==> src/rtl/spinand_pe_pkg.sv <==
// Package: shared command bytes, status masks and sequencer types for the
// SPI NAND program/erase engine. Assumes the device's 8-bit command set.
package spinand_pe_pkg;
    timeunit 1ns; timeprecision 1ps;

    localparam logic [7:0] OPC_GET_STATUS = 8'h0F;
    localparam logic [7:0] REG_STATUS     = 8'hC0;
    localparam logic [7:0] OPC_LOAD       = 8'h02;
    localparam logic [7:0] OPC_WREN       = 8'h06;
    localparam logic [7:0] OPC_COMMIT     = 8'h10;
    localparam logic [7:0] OPC_ERASE      = 8'hD8;

    localparam logic [7:0] ST_BUSY_MASK   = 8'h01;
    localparam logic [7:0] ST_EFAIL_MASK  = 8'h04;
    localparam logic [7:0] ST_PFAIL_MASK  = 8'h08;

    typedef enum logic [2:0] {
        FR_NONE, FR_POLL, FR_LOAD, FR_WREN, FR_COMMIT, FR_ERASE
    } frame_e;

    typedef enum logic [1:0] {
        WAIT_START, WAIT_PROG, WAIT_ERASE
    } wait_e;
endpackage

==> src/rtl/spinand_byte_shifter.sv <==
// Module: one SPI mode-0 byte transfer per start pulse. Each bit costs two
// clocks: SCLK low while MOSI settles, then SCLK high with MISO sampled.
// Assumes start is raised only while idle is high.
module spinand_byte_shifter #(
    parameter int BYTE_W = 8
) (
    input  logic              clk,
    input  logic              rst_n,
    input  logic              start,
    input  logic [BYTE_W-1:0] tx_byte,
    input  logic              miso,
    output logic              sclk,
    output logic              mosi,
    output logic              idle,
    output logic [BYTE_W-1:0] rx_byte
);
    timeunit 1ns; timeprecision 1ps;

    localparam int CNT_W = $clog2(BYTE_W);

    logic              busy_q;
    logic              sclk_q;
    logic [CNT_W-1:0]  bit_q;
    logic [BYTE_W-1:0] sh_q;
    logic [BYTE_W-1:0] rx_q;

    // Bit sequencer: load, raise SCLK and sample, lower SCLK and shift.
    always_ff @(posedge clk) begin
        if (!rst_n) begin
            busy_q <= 1'b0;
            sclk_q <= 1'b0;
            bit_q  <= '0;
            sh_q   <= '0;
            rx_q   <= '0;
        end else if (start && !busy_q) begin
            busy_q <= 1'b1;
            sclk_q <= 1'b0;
            bit_q  <= '0;
            sh_q   <= tx_byte;
        end else if (busy_q) begin
            if (!sclk_q) begin
                sclk_q <= 1'b1;
                rx_q   <= {rx_q[BYTE_W-2:0], miso};
            end else begin
                sclk_q <= 1'b0;
                sh_q   <= {sh_q[BYTE_W-2:0], 1'b0};
                bit_q  <= bit_q + 1'b1;
                if (bit_q == CNT_W'(BYTE_W - 1)) busy_q <= 1'b0;
            end
        end
    end

    assign sclk    = sclk_q;
    assign mosi    = sh_q[BYTE_W-1];
    assign idle    = !busy_q;
    assign rx_byte = rx_q;
endmodule

==> src/rtl/spinand_chunk_plan.sv <==
// Module: size of the next program chunk, the smaller of the bytes left and
// the room up to the end of the current page. Assumes LEN_W > log2(page).
module spinand_chunk_plan #(
    parameter int PAGE_BYTES = 2048,
    parameter int LEN_W      = 16,
    localparam int COL_W     = $clog2(PAGE_BYTES)
) (
    input  logic [COL_W-1:0] col,
    input  logic [LEN_W-1:0] remaining,
    output logic [LEN_W-1:0] chunk
);
    timeunit 1ns; timeprecision 1ps;

    logic [LEN_W:0] room;

    // Room left in the page, then clip the request to it.
    always_comb begin
        room  = (LEN_W+1)'(PAGE_BYTES) - (LEN_W+1)'(col);
        chunk = ({1'b0, remaining} < room) ? remaining : LEN_W'(room);
    end
endmodule

==> src/rtl/spinand_pe_engine.sv <==
// Module: SPI NAND program/erase sequencer. Polls the device idle, then
// runs load/enable/commit/wait per page chunk, or enable/erase/wait per
// block, and stops on the matching fail bit. Assumes ADDR_W >= 8*ROW_BYTES
// and a page no larger than 64 KiB.
module spinand_pe_engine
    import spinand_pe_pkg::*;
#(
    parameter int ADDR_W          = 32,
    parameter int LEN_W           = 16,
    parameter int PAGE_BYTES      = 2048,
    parameter int PAGES_PER_BLOCK = 64,
    parameter int ROW_BYTES       = 3
) (
    input  logic              clk,
    input  logic              rst_n,
    input  logic              cmd_valid,
    output logic              cmd_ready,
    input  logic              cmd_erase,
    input  logic [ADDR_W-1:0] cmd_addr,
    input  logic [LEN_W-1:0]  cmd_len,
    input  logic              in_valid,
    output logic              in_ready,
    input  logic [7:0]        in_data,
    output logic              spi_sclk,
    output logic              spi_cs_n,
    output logic              spi_mosi,
    input  logic              spi_miso,
    output logic              done,
    output logic [LEN_W-1:0]  done_count
);
    timeunit 1ns; timeprecision 1ps;

    localparam int COL_W     = $clog2(PAGE_BYTES);
    localparam int BLK_SHIFT = $clog2(PAGES_PER_BLOCK);
    localparam int ROW_W     = 8 * ROW_BYTES;
    localparam int IDX_W     = LEN_W + 1;
    localparam int HDR_LOAD  = 3;

    frame_e            frame_q;
    wait_e             wait_q;
    logic              busy_q, cs_n_q, done_q, erase_q;
    logic [ADDR_W-1:0] addr_q;
    logic [LEN_W-1:0]  rem_q, count_q, chunk;
    logic [IDX_W-1:0]  idx_q, flen;
    logic [7:0]        tx, rx, row_byte;
    logic [ROW_W-1:0]  row;
    logic [15:0]       col16;
    logic              data_phase, frame_on, sh_idle, can_issue, frame_end;
    logic              st_busy, st_pfail, st_efail;

    spinand_chunk_plan #(.PAGE_BYTES(PAGE_BYTES), .LEN_W(LEN_W)) u_plan (
        .col(addr_q[COL_W-1:0]), .remaining(rem_q), .chunk(chunk)
    );

    spinand_byte_shifter #(.BYTE_W(8)) u_shift (
        .clk(clk), .rst_n(rst_n), .start(can_issue), .tx_byte(tx),
        .miso(spi_miso), .sclk(spi_sclk), .mosi(spi_mosi),
        .idle(sh_idle), .rx_byte(rx)
    );

    // Row address: page index for commit, block index scaled for erase.
    always_comb begin
        if (erase_q) row = ROW_W'({addr_q, {BLK_SHIFT{1'b0}}});
        else         row = ROW_W'(addr_q >> COL_W);
        row_byte = 8'(row >> (8 * (ROW_BYTES - int'(idx_q))));
        col16    = 16'(addr_q[COL_W-1:0]);
    end

    // Frame contents: byte to send at the current index and frame length.
    always_comb begin
        tx         = 8'h00;
        flen       = '0;
        data_phase = 1'b0;
        case (frame_q)
            FR_POLL: begin
                flen = IDX_W'(3);
                if (idx_q == IDX_W'(0))      tx = OPC_GET_STATUS;
                else if (idx_q == IDX_W'(1)) tx = REG_STATUS;
            end
            FR_WREN: begin
                flen = IDX_W'(1);
                tx   = OPC_WREN;
            end
            FR_COMMIT, FR_ERASE: begin
                flen = IDX_W'(1 + ROW_BYTES);
                if (idx_q == IDX_W'(0)) tx = (frame_q == FR_ERASE) ? OPC_ERASE : OPC_COMMIT;
                else                    tx = row_byte;
            end
            FR_LOAD: begin
                flen = IDX_W'(HDR_LOAD) + IDX_W'(chunk);
                if (idx_q == IDX_W'(0))      tx = OPC_LOAD;
                else if (idx_q == IDX_W'(1)) tx = col16[15:8];
                else if (idx_q == IDX_W'(2)) tx = col16[7:0];
                else begin
                    tx         = in_data;
                    data_phase = 1'b1;
                end
            end
            default: ;
        endcase
    end

    // Byte issue and frame end qualifiers; a dry stream simply waits.
    always_comb begin
        frame_on  = !cs_n_q && (frame_q != FR_NONE);
        can_issue = frame_on && sh_idle && (idx_q < flen) && (!data_phase || in_valid);
        frame_end = frame_on && sh_idle && (idx_q == flen);
        st_busy   = |(rx & ST_BUSY_MASK);
        st_pfail  = |(rx & ST_PFAIL_MASK);
        st_efail  = |(rx & ST_EFAIL_MASK);
    end

    // Sequencer: accept, select, issue bytes, then choose the next frame.
    always_ff @(posedge clk) begin
        if (!rst_n) begin
            busy_q  <= 1'b0;
            cs_n_q  <= 1'b1;
            done_q  <= 1'b0;
            erase_q <= 1'b0;
            frame_q <= FR_NONE;
            wait_q  <= WAIT_START;
            idx_q   <= '0;
            addr_q  <= '0;
            rem_q   <= '0;
            count_q <= '0;
        end else begin
            done_q <= 1'b0;
            if (!busy_q) begin
                if (cmd_valid) begin
                    busy_q  <= 1'b1;
                    erase_q <= cmd_erase;
                    addr_q  <= cmd_addr;
                    rem_q   <= cmd_len;
                    count_q <= '0;
                    frame_q <= FR_POLL;
                    wait_q  <= WAIT_START;
                end
            end else if (cs_n_q) begin
                cs_n_q <= 1'b0;
                idx_q  <= '0;
            end else if (can_issue) begin
                idx_q <= idx_q + 1'b1;
            end else if (frame_end) begin
                cs_n_q <= 1'b1;
                case (frame_q)
                    FR_POLL: begin
                        if (!st_busy) begin
                            case (wait_q)
                                WAIT_START: begin
                                    if (rem_q == '0) begin
                                        frame_q <= FR_NONE; busy_q <= 1'b0; done_q <= 1'b1;
                                    end else begin
                                        frame_q <= erase_q ? FR_WREN : FR_LOAD;
                                    end
                                end
                                WAIT_PROG: begin
                                    if (st_pfail || rem_q == chunk) begin
                                        frame_q <= FR_NONE; busy_q <= 1'b0; done_q <= 1'b1;
                                    end else begin
                                        frame_q <= FR_LOAD;
                                    end
                                    if (!st_pfail) begin
                                        addr_q  <= addr_q + ADDR_W'(chunk);
                                        rem_q   <= rem_q - chunk;
                                        count_q <= count_q + chunk;
                                    end
                                end
                                default: begin
                                    if (st_efail || rem_q == LEN_W'(1)) begin
                                        frame_q <= FR_NONE; busy_q <= 1'b0; done_q <= 1'b1;
                                    end else begin
                                        frame_q <= FR_WREN;
                                    end
                                    if (!st_efail) begin
                                        addr_q  <= addr_q + 1'b1;
                                        rem_q   <= rem_q - 1'b1;
                                        count_q <= count_q + 1'b1;
                                    end
                                end
                            endcase
                        end
                    end
                    FR_LOAD:   frame_q <= FR_WREN;
                    FR_WREN:   frame_q <= erase_q ? FR_ERASE : FR_COMMIT;
                    FR_COMMIT: begin frame_q <= FR_POLL; wait_q <= WAIT_PROG;  end
                    FR_ERASE:  begin frame_q <= FR_POLL; wait_q <= WAIT_ERASE; end
                    default:   frame_q <= FR_NONE;
                endcase
            end
        end
    end

    assign cmd_ready  = !busy_q;
    assign in_ready   = can_issue && data_phase;
    assign spi_cs_n   = cs_n_q;
    assign done       = done_q;
    assign done_count = count_q;
endmodule

==> config.mk <==
export PLATFORM = sky130hd
export DESIGN_NAME = spinand_pe_engine
export DESIGN_NICKNAME = d
export VERILOG_FILES = /design/src/rtl/spinand_pe_pkg.sv /design/src/rtl/spinand_byte_shifter.sv /design/src/rtl/spinand_chunk_plan.sv /design/src/rtl/spinand_pe_engine.sv
export SDC_FILE = /design/constraint.sdc
export NUM_CORES = 1
export LEC_CHECK = 0
export BUFFER_PORTS_ARGS = -buffer_cell sky130_fd_sc_hd__buf_2
export CORE_MARGIN = 2
export CORE_UTILIZATION = 50
export CTS_CLUSTER_DIAMETER = 120
export DETAILED_ROUTE_END_ITERATION = 10
export PLACE_DENSITY = 0.8
export SLEW_MARGIN = 15
export SYNTH_ARGS = -nofsm -noshare
export SYNTH_HDL_FRONTEND = slang
export SYNTH_SLANG_ARGS = --single-unit
==> constraint.sdc <==
create_clock -name clk -period 8.1 [get_ports clk]
set_input_delay 0.81 -clock clk [delete_from_list [all_inputs] [get_ports clk]]
set_output_delay 0.81 -clock clk [all_outputs]
set_load 0.02 [all_outputs]
After elaboration in Yosys (flattened, before gate mapping)
Index checks and enable logic that the tools add are counted.

Register bits after elaboration: 107. Output and inout port bits: 22.

Add/subtract/negate cells: 11. Magnitude comparators: 2. Equal/unequal tests: 22. Shift operators: 1. Muxes and demuxes: 92. Bitwise logic cells: 6. Reduce and logical (&&, ||, !) cells: 33.

Operators with widths (number): 2-to-1 mux 16 bit (19); 2-to-1 mux 32 bit (9); 2-to-1 mux 8 bit (10); one-hot mux 17 bit (4 select lines) (1); one-hot mux 16 bit (2 select lines) (2); one-hot mux 32 bit (2 select lines) (1); 2-to-1 mux 17 bit (2); adder 32 x 1 -> 32 bit, second input constant (1); adder 32 x 16 -> 32 bit (1); one-hot mux 8 bit (4 select lines) (1); >> shifter 24 x 32 -> 8 bit (1); 2-to-1 mux 1 bit (27); 2-to-1 mux 24 bit (1); 2-to-1 mux 3 bit (6); subtractor 2 x 17 -> 18 bit, first input constant (1); adder 17 x 1 -> 17 bit, second input constant (1); adder 2 x 16 -> 17 bit, first input constant (1); == test 17 x 1 -> 1 bit, second input constant (1); == test 17 bit (1); == test 17 x 2 -> 1 bit, second input constant (1); zero test 17 bit (1); < comparator 16 x 17 -> 1 bit (1); < comparator 17 bit (1); adder 16 x 1 -> 16 bit, second input constant (1); other kinds (34) (75).

Depth between registers and ports, before layout
Depth in word-level cells: 13. Depth in mapped cells: 28.

Hierarchy
From an unflattened synthesis, not the netlist that was laid out.

Cell total of the unflattened synthesis: 1311. Area, all modules: 9877.0 um^2.

By module, submodules not included: spinand_pe_engine (instances 1, cells an instance 1119, area each 8315.5 um^2); spinand_byte_shifter (instances 1, cells an instance 106, area each 879.6 um^2); spinand_chunk_plan (instances 1, cells an instance 86, area each 681.9 um^2).

Least setup slack after synthesis
OpenSTA, ideal clock, no wires.

Path kind: flip-flop to output port. Start: register addr_q[2]. End: output in_ready. Data arrival time: 5851 ps. Setup slack: 1439 ps. Cell stages (with the launch flop): 25. Path through: dfxtp_1 > clkbuf_1 > nor4_1 > nand3_1 > xnor2_1 > inv_1 > ha_1 > a21oi_1 > o21ai_0 > a2111o_1 > a31oi_4 > buf_2 > mux2i_1 > ha_1 > nor3_1 > xnor2_1 > nand2_1 > ha_1 > and3_1 > a211oi_1 > o21ai_0 > a211oi_1 > nand2_1 > clkbuf_1 > nor3_1.

Word-level cells in the longest chain between the ends: 9.

RTL lines: start: declaration (RTL line spinand_pe_engine.sv:42) `logic [ADDR_W-1:0] addr_q;`; start signal: assignment (RTL line spinand_pe_engine.sv:132) `addr_q <= cmd_addr;`; start signal: assignment (RTL line spinand_pe_engine.sv:163) `addr_q <= addr_q + ADDR_W'(chunk);`; start signal: assignment (RTL line spinand_pe_engine.sv:175) `addr_q <= addr_q + 1'b1;`; subtractor 12 x 11 -> 13 bit (*) (RTL line spinand_chunk_plan.sv:18) `room = (LEN_W+1)'(PAGE_BYTES) - (LEN_W+1)'(col);`; < comparator 16 x 17 -> 1 bit (RTL line spinand_chunk_plan.sv:19) `chunk = ({1'b0, remaining} < room) ? remaining : LEN_W'(room);`; 2-to-1 mux 16 bit (*) (RTL line spinand_chunk_plan.sv:19); adder 2 x 16 -> 17 bit (*) (RTL line spinand_pe_engine.sv:90) `flen = IDX_W'(HDR_LOAD) + IDX_W'(chunk);`; one-hot mux 17 bit (4 select lines) (*) (RTL line spinand_pe_engine.sv:74) `case (frame_q)`; < comparator 17 bit (*) (RTL line spinand_pe_engine.sv:106) `can_issue = frame_on && sh_idle && (idx_q < flen) && (!data_phase || in_valid);`; logical AND 1 bit (*) (2 in a row) (RTL line spinand_pe_engine.sv:106); logical AND 1 bit (*) (RTL line spinand_pe_engine.sv:194) `assign in_ready = can_issue && data_phase;`; end: declaration (RTL line spinand_pe_engine.sv:22) `output logic in_ready,`.

Mark *: on every way between the ends. The rest lies on a longest branch, timed or not.

Worst setup path in the final report
Start: register addr_q[0]. End: output in_ready.

Same word-level chain as after synthesis.

==> metrics.md <==
| Metric | Value |
|---|---|
| CP endpoint kind | primary output |
| Clk root buf | clkbuf_16 |
| First-pass GRT wire length | 46.3 mm |
| P_leak | 4.28 nW |
| Post-DP HPWL | 21.6 mm |
| Setup TNS | 0 ns |
| Routability congestion estimate | 1.01 |
| Max IR drop VDD | 106 µV |
| Total grt overflow | 0 |
| Period utilization | 92.6% |
| Vias per inst | 6.31 |
| Pwr/cell area | 150 nW/µm² |
| Post-route DRC | 0 |
| Starting DRT DRC Count | 908 |
| Initial core utilization | 50.7% |
| Clock transition at the registers of the reported paths | 0.08 ns |
| Max-slew violations | 0 |
| Sequential-to-total area share from yosys stat | 22.8% |
| H-tree levels | 3 |
| Die width | 141 µm |
| Clk Latency, worst-skew pair | 0.37 ns |
| Drt pass-1 iters | 6 |
| DIE HEIGHT | 141 µm |
| Final period demand of the worst path | 7.50 ns |
| Arr. time, crit path | 6.69 ns |
| Setup slack at placement | 0.933 ns |
| Die area | 19900 µm² |
| Num CTS Buffers | 9 |
| Vias in the first global route | 8890 |
| R2R setup slack | 1.06 ns |
| Worst setup margin | 0.598 ns |
| Finish-stage setup viols | 0 |
| Unrepaired setup endpoints after global routing | no |
| Ys flop type | dfxtp_1 |
| Unique cell type count in the Yosys netlist | 72 |
| Worst EP required | 7.29 ns |
| Fraction of layout instances using a drive strength above 1 | 10.1% |
| Core area | 18600 µm² |
| Nets | 1464 |
| Max_slew headroom | 24.4% |
| Gate Count Post-Synth | 1270 |
| Crit Path Class | reg2out |
| Global Route Usage Sum | 28.7% |
| Mapped cell area | 9410 µm² |
| Row cnt | 50 |
| Status | complete, no violations |
| Initial antenna violation count | 0 |
| Syn. warnings | 0 |
| Clock Skew | 0.0163 ns |
| Min-delay worst type | reg2reg |
| IO Pins | 84 |
| Fin. Hold Viols | 0 |
| Post-synth EDFFs | 0 |
| Ant. Diodes | 0 |
| Fin util | 55.4% |
| Sink Count | 107 |
| Vias | 9816 |
| Syn-to-layout area delta | 9.25% |
| Startpoint types | flip-flop |
| Number of I/O port buffers | 83 |
| Syn Area/Cell | 7.41 µm² |
| ANT nets after route | 0 |
| Peak Freq | 133 MHz |
| Critical path peak fanout | 18 |
| Wirelength per Cell | 18.6 µm |
| Total wire length | 29.0 mm |
| Largest net degree at the start of global routing | 64 |
| Hold slack | 0.474 ns |
| Max clock buf depth | 2 |
| Register bit count reported by yosys | 107 |
| CTS tree | yes |
| Worst-margin pin slew | 1.12 ns |
| Ys async rst share | 0% |
| Total of max-cap violations | 0 |
[flip-flops by register name, summed over array words and instances, names as in the netlist]
register and flops:
u_shift.sh_q 8, idx_q 17, u_shift.bit_q 3, addr_q 32
done_count 16, rem_q 16, wait_q 2, spi_cs_n 1
u_shift.rx_byte 4, u_shift.sclk 1, u_shift.busy_q 1, erase_q 1
frame_q 3, done 1, busy_q 1
[stage by stage]
stage | instances | area [µm²] | total power, mW
floorplan | 1279 | 9450 | 0.959
global placement | 1539 | 9990 | 1.08
detailed placement | 1539 | 9990 | 1.08
CTS | 1555 | 10300 | 1.53
global route | 1555 | 10300 | 1.62
finish | 1555 | 10300 | 1.54
[path summary, 6_finish.rpt]
kind	cells after the start	to	startpoint
setup / recovery	22	in_ready	addr_q[0]$_SDFFE_PN0P_
hold / removal	2	u_shift.bit_q[1]$_SDFFE_PP0P_	u_shift.bit_q[1]$_SDFFE_PP0P_
setup reg to reg	24	addr_q[15]$_SDFFE_PN0P_	addr_q[0]$_SDFFE_PN0P_
hold reg to reg	2	u_shift.bit_q[1]$_SDFFE_PP0P_	u_shift.bit_q[1]$_SDFFE_PP0P_
[final cells by class]
class,instances,area [µm²]
Fill cell,1741,8300
Tap cell,234,293
Clock buffer,9,225
Multi-Input combinational cell,1061,6890
Clock inverter,7,66.3
Sequential cell,107,2140
Timing Repair Buffer,97,520
Inverter,40,150
[logic make-up after synthesis]
family,after synthesis,share of synthesized area (%)
AND/OR/NAND/NOR,471,24.1
AO/OA/AOI/OAI,382,25.7
buffers and inverters,111,4.59
flip-flops,107,22.8
adder cells (fa/ha/maj),86,11.7
XOR/XNOR,69,6.42
multiplexers,42,4.68
other,2,0.0798
[power breakdown]
group,leakage [nW],total [mW],internal (mW),switching [mW]
clock network,0.142,0.458,0.217,0.240
registers,0.873,0.595,0.549,0.0466
logic,3.27,0.492,0.197,0.295
total,4.28,1.54,0.963,0.582
[routing by layer]
| metal | vias to the layer above | wire length, µm | GRT usage, % |
|---|---|---|---|
| li1 | 4771 | - | - |
| met1 | 4561 | 12700 | 39.0 |
| met2 | 421 | 13200 | 46.9 |
| met3 | 63 | 2180 | 4.38 |
| met4 | 0 | 854 | 9.26 |
| met5 | - | 0 | 0 |
[critical path, cell delays in order (launching register included)]
cell and delay, ns:
dfxtp_1 0.63, inv_1 0.15, ha_1 0.29, nor3b_1 0.17
xnor2_1 0.38, inv_1 0.12, ha_1 0.31, a21oi_1 0.14
o21ai_0 0.22, a31oi_4 0.55, mux2i_1 0.54, ha_1 0.37
nor3_1 0.11, xnor2_1 0.16, nand2_1 0.07, ha_1 0.29
and3_1 0.17, a211oi_1 0.21, o21ai_0 0.17, a211oi_1 0.32
nand2_1 0.40, nor3_1 0.32, buf_2 0.21
[cell usage after synthesis (11+ instances only)]
cell type | count | share of area, %
a211oi_1 | 34 | 2.7
a21o_1 | 17 | 1.4
a21oi_1 | 115 | 6.1
a31oi_1 | 15 | 1.0
and2_1 | 15 | 1.0
and3_1 | 17 | 1.1
clkbuf_1 | 63 | 2.5
dfxtp_1 | 107 | 23
ha_1 | 83 | 11
inv_1 | 40 | 1.6
mux2i_1 | 37 | 3.9
nand2_1 | 129 | 5.1
nand3_1 | 55 | 2.9
nand4_1 | 23 | 1.5
nor2_1 | 118 | 4.7
nor3_1 | 31 | 1.6
nor4_1 | 20 | 1.3
o211ai_1 | 14 | 1.1
o21a_1 | 15 | 1.2
o21ai_0 | 85 | 4.5
o22ai_1 | 15 | 1.0
o31ai_1 | 11 | 0.88
or3_1 | 15 | 1.0
xnor2_1 | 33 | 3.1
xor2_1 | 36 | 3.3
[cell usage in the layout, fill, tap and decap left out, drive strengths merged, types with 21 or more instances in the layout]
master,instances
xor2,36
nor3,31
nor2,119
dfxtp,107
nand2,129
ha,83
o21ai,86
nor4,21
nand4,23
mux2i,38
a21oi,115
xnor2,33
a211oi,34
buf,97
inv,44
nand3,55
[timing repair]
| action | 4_1_cts | 5_1_grt |
|---|---|---|
| hold endpoints to repair | 0 | 0 |
| hold buffers | 0 | 0 |
| gates resized for setup | 0 | 1 |
| buffers inserted | 0 | 0 |
| setup endpoints to repair | 0 | 1 |
Note: power is estimated with default switching activity, not from simulation.
